<file path="src/rtl/sg_rx_pkg.sv">
package sg_rx_pkg;

  typedef enum logic [3:0] {
    E_WAIT,
    E_RD_NXT,
    E_RD_BUF,
    E_RD_CTL,
    E_RD_STS,
    E_CHK,
    E_DATA,
    E_WB_STS,
    E_WB_APP,
    E_ADV
  } eng_state_t;

  // descriptor byte offsets
  localparam int OFF_NEXT = 0;
  localparam int OFF_BUF  = 4;
  localparam int OFF_CTL  = 8;
  localparam int OFF_STS  = 12;
  localparam int OFF_APP  = 16;

  // status bit positions
  localparam int STS_DONE_BIT = 31;
  localparam int STS_SOF_BIT  = 27;
  localparam int STS_EOF_BIT  = 26;

endpackage

</file>
<file path="src/rtl/sg_rx_sideband.sv">
module sg_rx_sideband #(
  parameter int WORDS = 5,
  parameter int DW    = 32
) (
  input  logic                clk,
  input  logic                rst,
  input  logic                sb_valid,
  input  logic [DW-1:0]       sb_data,
  input  logic                sb_last,
  output logic [WORDS*DW-1:0] app_flat,
  output logic                sb_error
);
  localparam int IW = $clog2(WORDS + 1);
  localparam int SW = (WORDS > 1) ? $clog2(WORDS) : 1;

  logic [DW-1:0] stage [WORDS];
  logic [IW-1:0] idx;
  logic          good_end;

  assign good_end = sb_valid && sb_last && (idx == IW'(WORDS - 1));

  always_ff @(posedge clk) begin
    if (rst) begin
      idx      <= '0;
      sb_error <= 1'b0;
    end else begin
      sb_error <= 1'b0;
      if (sb_valid) begin
        if (idx < IW'(WORDS)) stage[idx[SW-1:0]] <= sb_data;
        if (sb_last) begin
          idx <= '0;
          if (idx != IW'(WORDS - 1)) sb_error <= 1'b1;
        end else if (idx != IW'(WORDS)) begin
          idx <= idx + IW'(1);
        end
      end
    end
  end

  for (genvar g = 0; g < WORDS; g++) begin : g_app
    always_ff @(posedge clk) begin
      if (rst) begin
        app_flat[g*DW +: DW] <= '0;
      end else if (good_end) begin
        if (g == WORDS - 1) app_flat[g*DW +: DW] <= sb_data;
        else                app_flat[g*DW +: DW] <= stage[g];
      end
    end
  end

  AST_ERR_KEEPS_SIDEBAND: assert property (@(posedge clk) disable iff (rst)
    sb_error |-> $stable(app_flat));
  AST_SB_IDX_BOUND: assert property (@(posedge clk) disable iff (rst)
    idx <= IW'(WORDS));

endmodule

</file>
<file path="src/rtl/sg_rx_chan_regs.sv">
module sg_rx_chan_regs #(
  parameter int AW = 32
) (
  input  logic          clk,
  input  logic          rst,
  input  logic          run_en,
  input  logic          cur_wr,
  input  logic [AW-1:0] cur_wdata,
  input  logic          tail_wr,
  input  logic [AW-1:0] tail_wdata,
  input  logic          adv,
  input  logic [AW-1:0] adv_next,
  input  logic          halt_set,
  output logic [AW-1:0] cur_ptr,
  output logic          halted,
  output logic          idle
);
  logic          run_q;
  logic [AW-1:0] tail_ptr;

  always_ff @(posedge clk) begin
    if (rst) begin
      run_q    <= 1'b0;
      halted   <= 1'b1;
      idle     <= 1'b0;
      cur_ptr  <= '0;
      tail_ptr <= '0;
    end else begin
      run_q <= run_en;
      if (run_en && !run_q) begin
        halted <= 1'b0;
        idle   <= 1'b0;
      end
      if (cur_wr) cur_ptr <= cur_wdata;
      if (tail_wr) begin
        tail_ptr <= tail_wdata;
        idle     <= 1'b0;
      end
      if (adv) begin
        cur_ptr <= adv_next;
        if (cur_ptr == tail_ptr && !tail_wr) idle <= 1'b1;
      end
      if (halt_set) halted <= 1'b1;
    end
  end

  AST_IDLE_FROM_ADV: assert property (@(posedge clk) disable iff (rst)
    $rose(idle) |-> $past(adv));
  AST_HALT_FROM_ENGINE: assert property (@(posedge clk) disable iff (rst)
    $rose(halted) |-> $past(halt_set));

endmodule

</file>
<file path="src/rtl/sg_rx_engine.sv">
module sg_rx_engine
  import sg_rx_pkg::*;
#(
  parameter int AW    = 32,
  parameter int LW    = 23,
  parameter int WORDS = 5
) (
  input  logic             clk,
  input  logic             rst,
  input  logic             run_en,
  input  logic             idle,
  input  logic             halted,
  input  logic [AW-1:0]    cur_ptr,
  input  logic             rx_valid,
  input  logic [7:0]       rx_data,
  input  logic             rx_last,
  output logic             rx_ready,
  input  logic [WORDS*32-1:0] app_flat,
  output logic             mem_req,
  output logic             mem_we,
  output logic [AW-1:0]    mem_addr,
  output logic [3:0]       mem_be,
  output logic [31:0]      mem_wdata,
  input  logic [31:0]      mem_rdata,
  output logic             adv,
  output logic [AW-1:0]    adv_next,
  output logic             halt_set,
  output logic             desc_done
);
  localparam int SW = (WORDS > 1) ? $clog2(WORDS) : 1;

  eng_state_t    st;
  logic [AW-1:0] nxt_r, buf_r, byte_addr;
  logic [LW-1:0] len_r, cnt;
  logic          eof_r, pkt_first, sof, accept;
  logic [SW-1:0] app_idx;
  logic [31:0]   sts_word;

  assign rx_ready  = (st == E_DATA) && run_en && !idle && !halted;
  assign accept    = rx_valid && rx_ready;
  assign sof       = pkt_first && (cnt != '0);
  assign byte_addr = buf_r + AW'(cnt);
  assign adv       = (st == E_ADV);
  assign adv_next  = nxt_r;
  assign desc_done = (st == E_ADV);
  assign halt_set  = (st == E_CHK) && mem_rdata[STS_DONE_BIT];

  always_comb begin
    sts_word               = '0;
    sts_word[LW-1:0]       = cnt;
    sts_word[STS_DONE_BIT] = 1'b1;
    sts_word[STS_SOF_BIT]  = sof;
    sts_word[STS_EOF_BIT]  = eof_r;
  end

  always_comb begin
    mem_req   = 1'b0;
    mem_we    = 1'b0;
    mem_addr  = cur_ptr;
    mem_be    = 4'b0000;
    mem_wdata = '0;
    case (st)
      E_RD_NXT: begin mem_req = 1'b1; mem_addr = cur_ptr + AW'(OFF_NEXT); end
      E_RD_BUF: begin mem_req = 1'b1; mem_addr = cur_ptr + AW'(OFF_BUF);  end
      E_RD_CTL: begin mem_req = 1'b1; mem_addr = cur_ptr + AW'(OFF_CTL);  end
      E_RD_STS: begin mem_req = 1'b1; mem_addr = cur_ptr + AW'(OFF_STS);  end
      E_DATA: begin
        if (accept) begin
          mem_req   = 1'b1;
          mem_we    = 1'b1;
          mem_addr  = {byte_addr[AW-1:2], 2'b00};
          mem_be    = 4'b0001 << byte_addr[1:0];
          mem_wdata = {4{rx_data}};
        end
      end
      E_WB_STS: begin
        mem_req   = 1'b1;
        mem_we    = 1'b1;
        mem_be    = 4'b1111;
        mem_addr  = cur_ptr + AW'(OFF_STS);
        mem_wdata = sts_word;
      end
      E_WB_APP: begin
        mem_req   = 1'b1;
        mem_we    = 1'b1;
        mem_be    = 4'b1111;
        mem_addr  = cur_ptr + AW'(OFF_APP) + AW'(4 * int'(app_idx));
        mem_wdata = app_flat[32*int'(app_idx) +: 32];
      end
      default: ;
    endcase
  end

  always_ff @(posedge clk) begin
    if (rst) begin
      st        <= E_WAIT;
      nxt_r     <= '0;
      buf_r     <= '0;
      len_r     <= '0;
      cnt       <= '0;
      eof_r     <= 1'b0;
      pkt_first <= 1'b1;
      app_idx   <= '0;
    end else begin
      case (st)
        E_WAIT:   if (run_en && !idle && !halted) st <= E_RD_NXT;
        E_RD_NXT: st <= E_RD_BUF;
        E_RD_BUF: begin nxt_r <= mem_rdata[AW-1:0]; st <= E_RD_CTL; end
        E_RD_CTL: begin buf_r <= mem_rdata[AW-1:0]; st <= E_RD_STS; end
        E_RD_STS: begin len_r <= mem_rdata[LW-1:0]; st <= E_CHK; end
        E_CHK: begin
          cnt   <= '0;
          eof_r <= 1'b0;
          if (mem_rdata[STS_DONE_BIT]) st <= E_WAIT;
          else if (len_r == '0)        st <= E_WB_STS;
          else                         st <= E_DATA;
        end
        E_DATA: begin
          if (accept) begin
            cnt <= cnt + LW'(1);
            if (rx_last || (cnt + LW'(1)) == len_r) begin
              eof_r <= rx_last;
              st    <= E_WB_STS;
            end
          end
        end
        E_WB_STS: begin
          pkt_first <= eof_r || (pkt_first && cnt == '0);
          app_idx   <= '0;
          st        <= eof_r ? E_WB_APP : E_ADV;
        end
        E_WB_APP: begin
          app_idx <= app_idx + SW'(1);
          if (app_idx == SW'(WORDS - 1)) st <= E_ADV;
        end
        E_ADV:   st <= E_WAIT;
        default: st <= E_WAIT;
      endcase
    end
  end

  AST_NO_OVERFILL: assert property (@(posedge clk) disable iff (rst)
    (st == E_DATA) |-> (cnt < len_r));
  AST_DONE_PULSE: assert property (@(posedge clk) disable iff (rst)
    desc_done |=> !desc_done);
  AST_APP_ONLY_AT_EOF: assert property (@(posedge clk) disable iff (rst)
    (st == E_WB_APP) |-> eof_r);
  AST_HALT_BLOCKS_DATA: assert property (@(posedge clk) disable iff (rst)
    halt_set |=> !rx_ready);

endmodule

</file>
<file path="src/rtl/sg_rx_writer.sv">
module sg_rx_writer #(
  parameter int AW       = 32,
  parameter int LW       = 23,
  parameter int SB_WORDS = 5
) (
  input  logic          clk,
  input  logic          rst,
  input  logic          run_en,
  input  logic          cur_wr,
  input  logic [AW-1:0] cur_wdata,
  input  logic          tail_wr,
  input  logic [AW-1:0] tail_wdata,
  output logic [AW-1:0] cur_ptr,
  output logic          halted,
  output logic          idle,
  input  logic          rx_valid,
  input  logic [7:0]    rx_data,
  input  logic          rx_last,
  output logic          rx_ready,
  input  logic          sb_valid,
  input  logic [31:0]   sb_data,
  input  logic          sb_last,
  output logic          sb_error,
  output logic          mem_req,
  output logic          mem_we,
  output logic [AW-1:0] mem_addr,
  output logic [3:0]    mem_be,
  output logic [31:0]   mem_wdata,
  input  logic [31:0]   mem_rdata,
  output logic          desc_done
);
  logic [SB_WORDS*32-1:0] app_flat;
  logic                   adv, halt_set;
  logic [AW-1:0]          adv_next;

  sg_rx_sideband #(.WORDS(SB_WORDS), .DW(32)) i_sideband (
    .clk(clk), .rst(rst), .sb_valid(sb_valid), .sb_data(sb_data),
    .sb_last(sb_last), .app_flat(app_flat), .sb_error(sb_error)
  );

  sg_rx_chan_regs #(.AW(AW)) i_regs (
    .clk(clk), .rst(rst), .run_en(run_en),
    .cur_wr(cur_wr), .cur_wdata(cur_wdata),
    .tail_wr(tail_wr), .tail_wdata(tail_wdata),
    .adv(adv), .adv_next(adv_next), .halt_set(halt_set),
    .cur_ptr(cur_ptr), .halted(halted), .idle(idle)
  );

  sg_rx_engine #(.AW(AW), .LW(LW), .WORDS(SB_WORDS)) i_engine (
    .clk(clk), .rst(rst), .run_en(run_en), .idle(idle), .halted(halted),
    .cur_ptr(cur_ptr), .rx_valid(rx_valid), .rx_data(rx_data),
    .rx_last(rx_last), .rx_ready(rx_ready), .app_flat(app_flat),
    .mem_req(mem_req), .mem_we(mem_we), .mem_addr(mem_addr),
    .mem_be(mem_be), .mem_wdata(mem_wdata), .mem_rdata(mem_rdata),
    .adv(adv), .adv_next(adv_next), .halt_set(halt_set),
    .desc_done(desc_done)
  );

endmodule

</file>
<file path="config.mk">
export PLATFORM = sky130hd
export DESIGN_NAME = sg_rx_writer
export DESIGN_NICKNAME = d
export VERILOG_FILES = /design/src/rtl/sg_rx_pkg.sv /design/src/rtl/sg_rx_sideband.sv /design/src/rtl/sg_rx_chan_regs.sv /design/src/rtl/sg_rx_engine.sv /design/src/rtl/sg_rx_writer.sv
export SDC_FILE = /design/constraint.sdc
export NUM_CORES = 1
export LEC_CHECK = 0
export CELL_PAD_IN_SITES_DETAIL_PLACEMENT = 1
export CELL_PAD_IN_SITES_GLOBAL_PLACEMENT = 2
export CORE_UTILIZATION = 39
export CTS_BUF_LIST = sky130_fd_sc_hd__clkbuf_2 sky130_fd_sc_hd__clkbuf_4 sky130_fd_sc_hd__clkbuf_8
export CTS_CLUSTER_DIAMETER = 100
export DETAILED_ROUTE_END_ITERATION = 6
export PLACE_DENSITY = 0.87
export SYNTH_ARGS = -nofsm -noshare
export SYNTH_HDL_FRONTEND = slang
export SYNTH_HIERARCHICAL = 1
export SYNTH_SLANG_ARGS = --single-unit
</file>
<file path="constraint.sdc">
create_clock -name clk -period 12.3 [get_ports clk]
set_input_delay 1.23 -clock clk [delete_from_list [all_inputs] [get_ports clk]]
set_output_delay 1.23 -clock clk [all_outputs]
set_load 0.02 [all_outputs]
</file>
==> flow_results.xml, run 1 <==
<?xml version="1.0" encoding="UTF-8"?>
<metrics>
  <group name="job">
    <metric name="drv_cap" unit="">0</metric>
  </group>
  <group name="routing">
    <metric name="remaining_drc_errors" unit="">0</metric>
    <metric name="finalWirelength" unit="um">84300</metric>
    <metric name="initialDrtViolationCount" unit="">1289</metric>
    <metric name="drt_first_pass_iters" unit="">5</metric>
    <metric name="ant_nets" unit="">0</metric>
    <metric name="routed_via_density" unit="">5.68</metric>
    <metric name="vias" unit="">20343</metric>
    <metric name="routed_length_per_placed_instance" unit="um">23.6</metric>
  </group>
  <group name="logic_synthesis">
    <metric name="synth-edff-count" unit="">128</metric>
    <metric name="ys_dominant_reg_cell" unit="">dfxtp_1</metric>
    <metric name="synth_compound_area_share" unit="%">15.8</metric>
    <metric name="netlist_top_cells_area" unit="">dfxtp_1 31%, edfxtp_1 17%, nand2_1 10%, a21oi_1 7.9%, mux4_2 3.2%</metric>
    <metric name="xor_xnor_cell_area_share_of_the_yosys_netlist" unit="%">3.53</metric>
    <metric name="synth_adder_area_share" unit="%">2.37</metric>
    <metric name="synth-simple-area-share" unit="%">20.1</metric>
    <metric name="synth.top_cell.area_share" unit="%">31.0</metric>
    <metric name="synth.cell_area" unit="sq um">22600</metric>
    <metric name="async_reset_ff_share" unit="%">0</metric>
    <metric name="synth.yosys.seq_area_share" unit="%">48.0</metric>
    <metric name="main_combinational_cell_family_by_area_after_synthesis" unit="">simple AND/OR/NAND/NOR gates</metric>
    <metric name="synth_seq_cells" unit="">478</metric>
    <metric name="mappedNetlistNets" unit="">2750</metric>
    <metric name="synth_warnings" unit="">6</metric>
    <metric name="synth.largest_area_cell" unit="">dfxtp_1</metric>
    <metric name="synth.top_cells.by_count" unit="">618 x nand2_1, 356 x a21oi_1, 350 x dfxtp_1</metric>
    <metric name="yosys.cell_types.count" unit="">78</metric>
    <metric name="synth.avg_cell_area" unit="sq um">8.81</metric>
    <metric name="synth.area.mux_share" unit="%">6.21</metric>
    <metric name="syn-instance-count" unit="">2564</metric>
    <metric name="yosys.cell_count.top_type" unit="">nand2_1</metric>
  </group>
  <group name="sta">
    <metric name="setup-violations-final" unit="">0</metric>
    <metric name="worst-slew-pin-transition" unit="ps">1120</metric>
    <metric name="grt_setup_unrepaired" unit="">false</metric>
    <metric name="achievable-frequency" unit="GHz">0.157</metric>
    <metric name="fin_crit_sh" unit="%">51.7</metric>
    <metric name="clock_skew" unit="ps">40.5</metric>
    <metric name="max_slew_violation_count" unit="">0</metric>
    <metric name="finalHoldViolCount" unit="">0</metric>
    <metric name="timing.max_slew.rel_slack" unit="%">25.3</metric>
    <metric name="period_needed" unit="ps">6360</metric>
    <metric name="totalNegativeSetupSlack" unit="ps">0</metric>
  </group>
  <group name="layout">
    <metric name="design.final.nets" unit="">2944</metric>
    <metric name="layout.filler_cells" unit="">6675</metric>
    <metric name="area_growth" unit="%">21.2</metric>
    <metric name="fraction_of_final_layout_cells_with_drive_strength_greater_than_1" unit="%">8.78</metric>
    <metric name="instances_no_fill" unit="">3581</metric>
  </group>
  <group name="floorplanning">
    <metric name="core-area" unit="sq um">56800</metric>
    <metric name="row_count" unit="">87</metric>
    <metric name="ioPinCount" unit="">252</metric>
    <metric name="die_width" unit="um">243</metric>
    <metric name="fp.dieArea" unit="sq um">58900</metric>
    <metric name="initial_core_util" unit="%">39.7</metric>
    <metric name="dieHeight" unit="um">243</metric>
  </group>
  <group name="clock_network">
    <metric name="clock_path_buffers" unit="">3</metric>
    <metric name="cts-htree-levels" unit="">3</metric>
    <metric name="tritoncts_clock_tree" unit="">yes</metric>
    <metric name="hold_buffers" unit="">0</metric>
    <metric name="clk_root_buffer_cell" unit="">clkbuf_8</metric>
    <metric name="post-cts-setup-buffer-count" unit="">0</metric>
    <metric name="clk_pin_slew" unit="ps">60</metric>
    <metric name="tritoncts.num_buffers" unit="">85</metric>
    <metric name="cts_resized" unit="">0</metric>
    <metric name="clock_sink_count" unit="">478</metric>
    <metric name="clk_latency" unit="ps">700</metric>
  </group>
  <group name="worst_setup_path">
    <metric name="critical_path_required" unit="ps">11070</metric>
    <metric name="worst-r2r-setup-slack" unit="ps">8970</metric>
    <metric name="path_class" unit="">flop to output pin</metric>
    <metric name="arrival" unit="ps">5130</metric>
    <metric name="regToRegStartpoint" unit="">i_engine/cnt[0]</metric>
    <metric name="critical_path.endpoint_type" unit="">output pin</metric>
    <metric name="crit_path_start_kind" unit="">flop</metric>
    <metric name="worstRegToRegCells" unit="">9</metric>
    <metric name="r2r-end" unit="">i_engine/eof_r</metric>
    <metric name="crit_fanout" unit="">22</metric>
  </group>
  <group name="hold_path">
    <metric name="hp-class" unit="">flop to flop</metric>
    <metric name="whs_path_depth" unit="">2</metric>
    <metric name="worstHoldStart" unit="">i_sideband/app_flat[71]</metric>
    <metric name="hold_path_end" unit="">i_sideband/app_flat[71]</metric>
  </group>
  <group name="global_route">
    <metric name="grt_max_degree" unit="">101</metric>
    <metric name="grt_overflow_total" unit="">0</metric>
    <metric name="grt_use_total" unit="%">28.3</metric>
    <metric name="first_global_vias" unit="">21146</metric>
    <metric name="global_route_wire_length_before_repair" unit="um">129000</metric>
    <metric name="grt_antenna_before_repair" unit="">3</metric>
  </group>
  <group name="pwr">
    <metric name="leakage" unit="nW">9.44</metric>
    <metric name="power_per_cell_area" unit="nW/um^2">128</metric>
    <metric name="power.total" unit="W">0.00350</metric>
    <metric name="peakVddDrop" unit="mV">0.0888</metric>
  </group>
  <group name="placed_design">
    <metric name="gp_congestion" unit="">0.897</metric>
    <metric name="dp.cells" unit="">3427</metric>
    <metric name="placement.io_buffers" unit="">251</metric>
    <metric name="dpl.hpwl" unit="um">58300</metric>
  </group>
  <group name="status">
    <metric name="run_status" unit="">finished, final reports clean</metric>
  </group>
</metrics>
-- cell families (layout without fill, tap and decap cells) --
family / Yosys count / count (layout)
simple gates: 1037 / 1037
compound gates: 612 / 612
flops: 478 / 478
buf+inv: 205 / 465
mux: 100 / 100
xor+xnor: 91 / 91
fa+ha+maj: 41 / 41
other cells: 0 / 1
-- per-layer routing --
| metal | track usage [%] | vias up | wire length, um |
|---|---|---|---|
| li1 | - | 9417 | - |
| met1 | 35.1 | 10196 | 35500 |
| met2 | 49.2 | 553 | 41700 |
| met3 | 4.25 | 173 | 3880 |
| met4 | 11.5 | 4 | 3270 |
| met5 | 0 | - | 23 |
-- registers in the layout (all words and copies together), names as in the netlist, 3 cells and up --
register and flops:
i_engine/len_r 23, i_sideband/idx 3, i_engine/app_idx 3, i_sideband/stage 128
i_engine/adv_next 32, i_regs/tail_ptr 32, i_engine/buf_r 32, i_engine/st 4
i_sideband/app_flat 160, i_regs/cur_ptr 32, i_engine/cnt 23
-- worst max path at each step --
stage                        start                      to  cells after the start
floorplan                      rst  i_sideband/stage[0][0]                      2
global placement            run_en           mem_wdata[22]                      8
detailed placement          run_en            mem_addr[18]                     10
CTS                 i_engine/st[1]            mem_addr[17]                      8
global route        i_engine/st[1]            mem_addr[17]                      8
finish              i_engine/st[1]            mem_addr[17]                      8
-- worst max-delay path, cell delays in order, from the launching register on --
cell and delay (ps):
dfxtp_1 770, nor2b_1 330, and2_1 780, buf_4 440
nand3_1 120, a21boi_1 240, a21oi_1 280, o311ai_0 740
clkdlybuf4s50_1 740
-- cells in the final DEF, fill, tap and decap left out, types with 31 or more instances in the layout --
master,n
mux4_2,32
o21ai_0,76
buf_4,33
a22oi_1,37
edfxtp_1,128
a21oi_1,356
dfxtp_1,348
clkbuf_4,33
nand2_1,617
nor2_1,172
clkbuf_8,101
xnor2_1,51
nor3_1,35
o211ai_1,31
xor2_1,40
mux2i_1,68
clkdlybuf4s50_1,248
ha_1,38
nand3_1,44
-- final cells by class --
| type | count | area (sq um) | share of cell area (%) |
|---|---|---|---|
| Multi-Input combinational cell | 1881 | 10900 | 39.8 |
| Sequential cell | 478 | 10900 | 39.7 |
| Timing Repair Buffer | 284 | 2760 | 10.1 |
| Clock buffer | 134 | 1640 | 5.99 |
| Tap cell | 756 | 946 | 3.46 |
| Clock inverter | 19 | 181 | 0.663 |
| Inverter | 28 | 105 | 0.384 |
| Antenna cell | 1 | 2.50 | 0.00915 |
-- per-stage QoR --
step                hold WS [ps]  utilization, %  area, sq um  worst slack (ps)
floorplan                    433               -        22600              7310
global placement             438            44.9        25500              6400
detailed placement           445            44.9        25500              6340
CTS                          454            48.1        27400              5950
global route                 472            48.2        27400              5680
finish                       454            48.2        27400              5940
-- power breakdown --
group / leakage (nW) / internal [W] / switching (W)
clock network: 0.966 / 0.000878 / 0.000702
registers: 4.00 / 0.00164 / 0.0000305
logic: 4.47 / 0.000109 / 0.000138
total: 9.44 / 0.00263 / 0.000871
Power figures use the tool's default switching activity.
==> inputs of run 2 (changes only) <==
CORE_UTILIZATION = 36   (was 39)
PLACE_DENSITY = 0.81   (was 0.87)
clock period = 5.95 ns   (was 12.3 ns; I/O delays follow)
==> flow_results.xml, run 2 (synthesis results as in run 1) <==
<?xml version="1.0" encoding="UTF-8"?>
<metrics>
  <group name="global_route">
    <metric name="grt_antenna_before_repair" unit="">8</metric>
    <metric name="grt_use_total" unit="%">26.1</metric>
    <metric name="grt_max_degree" unit="">120</metric>
    <metric name="global_route_wire_length_before_repair" unit="um">126000</metric>
    <metric name="grt_overflow_total" unit="">0</metric>
    <metric name="first_global_vias" unit="">20938</metric>
  </group>
  <group name="clock_network">
    <metric name="clock_sink_count" unit="">478</metric>
    <metric name="clk_pin_slew" unit="ps">60</metric>
    <metric name="clock_path_buffers" unit="">3</metric>
    <metric name="cts_resized" unit="">0</metric>
    <metric name="clk_latency" unit="ps">690</metric>
    <metric name="post-cts-setup-buffer-count" unit="">0</metric>
    <metric name="cts-htree-levels" unit="">3</metric>
    <metric name="tritoncts_clock_tree" unit="">yes</metric>
    <metric name="hold_buffers" unit="">0</metric>
    <metric name="tritoncts.num_buffers" unit="">85</metric>
    <metric name="clk_root_buffer_cell" unit="">clkbuf_8</metric>
  </group>
  <group name="pwr">
    <metric name="power.total" unit="W">0.00737</metric>
    <metric name="peakVddDrop" unit="mV">0.182</metric>
    <metric name="leakage" unit="nW">9.55</metric>
    <metric name="power_per_cell_area" unit="nW/um^2">267</metric>
  </group>
  <group name="sta">
    <metric name="clock_skew" unit="ps">41.7</metric>
    <metric name="finalHoldViolCount" unit="">0</metric>
    <metric name="achievable-frequency" unit="GHz">0.183</metric>
    <metric name="setup-violations-final" unit="">0</metric>
    <metric name="layout_setup_ws" unit="ps">494</metric>
    <metric name="worst-slew-pin-transition" unit="ps">1070</metric>
    <metric name="timing.max_slew.rel_slack" unit="%">28.9</metric>
    <metric name="totalNegativeSetupSlack" unit="ps">0</metric>
    <metric name="fin_crit_sh" unit="%">91.7</metric>
    <metric name="max_slew_violation_count" unit="">0</metric>
    <metric name="period_needed" unit="ps">5460</metric>
    <metric name="grt_setup_unrepaired" unit="">false</metric>
  </group>
  <group name="placed_design">
    <metric name="dpl_worst_slack" unit="ps">1110</metric>
    <metric name="dpl.hpwl" unit="um">59100</metric>
    <metric name="placement.io_buffers" unit="">251</metric>
    <metric name="dp.cells" unit="">3520</metric>
    <metric name="gp_congestion" unit="">0.919</metric>
  </group>
  <group name="floorplanning">
    <metric name="die_width" unit="um">252</metric>
    <metric name="core-area" unit="sq um">61800</metric>
    <metric name="dieHeight" unit="um">252</metric>
    <metric name="row_count" unit="">91</metric>
    <metric name="ioPinCount" unit="">252</metric>
    <metric name="initial_core_util" unit="%">36.5</metric>
    <metric name="fp.dieArea" unit="sq um">63700</metric>
  </group>
  <group name="status">
    <metric name="run_status" unit="">finished, final reports clean</metric>
  </group>
  <group name="hold_path">
    <metric name="hp-class" unit="">input port to flop</metric>
  </group>
  <group name="layout">
    <metric name="design.final.nets" unit="">2956</metric>
    <metric name="final_common_cell" unit="">nand2_1</metric>
    <metric name="area_growth" unit="%">22.4</metric>
    <metric name="max_ffs_per_register" unit="">160</metric>
    <metric name="instances_no_fill" unit="">3680</metric>
    <metric name="largest-register" unit="">i_sideband/app_flat</metric>
    <metric name="most-common-layout-cells" unit="">617 x nand2_1, 356 x a21oi_1, 348 x dfxtp_1</metric>
    <metric name="fraction_of_final_layout_cells_with_drive_strength_greater_than_1" unit="%">9.29</metric>
  </group>
  <group name="worst_setup_path">
    <metric name="critPathSlowestCell" unit="">dfxtp_1</metric>
    <metric name="critical_path_required" unit="ps">5360</metric>
    <metric name="crit_fanout" unit="">18</metric>
    <metric name="worstPathCellList" unit="">nor2_1, nor3_1, inv_1, fa_1, a2111oi_0, o21ai_1, a21oi_1, nand2_1, or4_1, o211ai_1, clkdlybuf4s50_1</metric>
    <metric name="path_class" unit="">flop to output pin</metric>
    <metric name="crit_path_start_kind" unit="">flop</metric>
    <metric name="critical_path.endpoint_type" unit="">output pin</metric>
    <metric name="timing.critical_path.slowest_cell_delay" unit="ps">790</metric>
    <metric name="arrival" unit="ps">4860</metric>
  </group>
  <group name="job">
    <metric name="drv_cap" unit="">0</metric>
  </group>
  <group name="routing">
    <metric name="dr_wl_met3" unit="um">3900</metric>
    <metric name="met2_routed_wirelength" unit="um">42000</metric>
    <metric name="drt_first_pass_iters" unit="">5</metric>
    <metric name="wl_met1" unit="um">35100</metric>
    <metric name="vias" unit="">20156</metric>
    <metric name="top_layer_used" unit="">met5</metric>
    <metric name="initialDrtViolationCount" unit="">1253</metric>
    <metric name="routed_length_per_placed_instance" unit="um">22.9</metric>
    <metric name="finalWirelength" unit="um">84100</metric>
    <metric name="remaining_drc_errors" unit="">0</metric>
    <metric name="ant_nets" unit="">0</metric>
    <metric name="routed_via_density" unit="">5.48</metric>
  </group>
</metrics>
==> run 2: metal layers <==
layer	vias up	track usage [%]
met4	12	10.8
met5	-	0
met1	10020	31.4
li1	9450	-
met2	505	46.0
met3	169	4.21
==> run 2: final timing paths <==
kind                           start                      end  slack (ps)  cells after the start
max                   i_engine/st[1]             mem_addr[22]         490                     11
min                              rst        i_sideband/idx[1]         420                      2
max reg2reg          i_engine/cnt[0]           i_engine/eof_r        2630                      9
min reg2reg  i_sideband/app_flat[30]  i_sideband/app_flat[30]         450                      2
==> run 2: where the power goes <==
group	total, W	switching (W)	internal, W
logic	0.000508	0.000282	0.000226
registers	0.00345	0.0000656	0.00339
clock network	0.00341	0.00147	0.00195
==> run 2: layout make-up <==
class | instances | area [sq um]
inverters | 28 | 105
well taps | 837 | 1050
clock buffers | 134 | 1640
fillers | 7178 | 34200
clock inverters | 24 | 279
repair buffers | 296 | 2850
flip-flops and latches | 478 | 10900
diodes | 2 | 5.00
multi-input cells | 1881 | 10900
==> run 2: critical path: cells and delay by family (launching register included) <==
kind	cells	cell delay (ps)
AO/OA/AOI/OAI	4	940
adder cells (fa/ha/maj)	1	420
buffers and inverters	2	780
flip-flops	1	790
AND/OR/NAND/NOR	4	1250
==> run 2: metrics by stage <==
| stage | util (%) | hold WS (ps) | cell area, sq um |
|---|---|---|---|
| after global placement | 41.6 | 439 | 25700 |
| final | 44.7 | 423 | 27600 |
| after global routing | 44.7 | 442 | 27600 |
| after detailed placement | 41.6 | 447 | 25700 |
| after floorplan | - | 433 | 22600 |
| after CTS | 44.7 | 386 | 27600 |
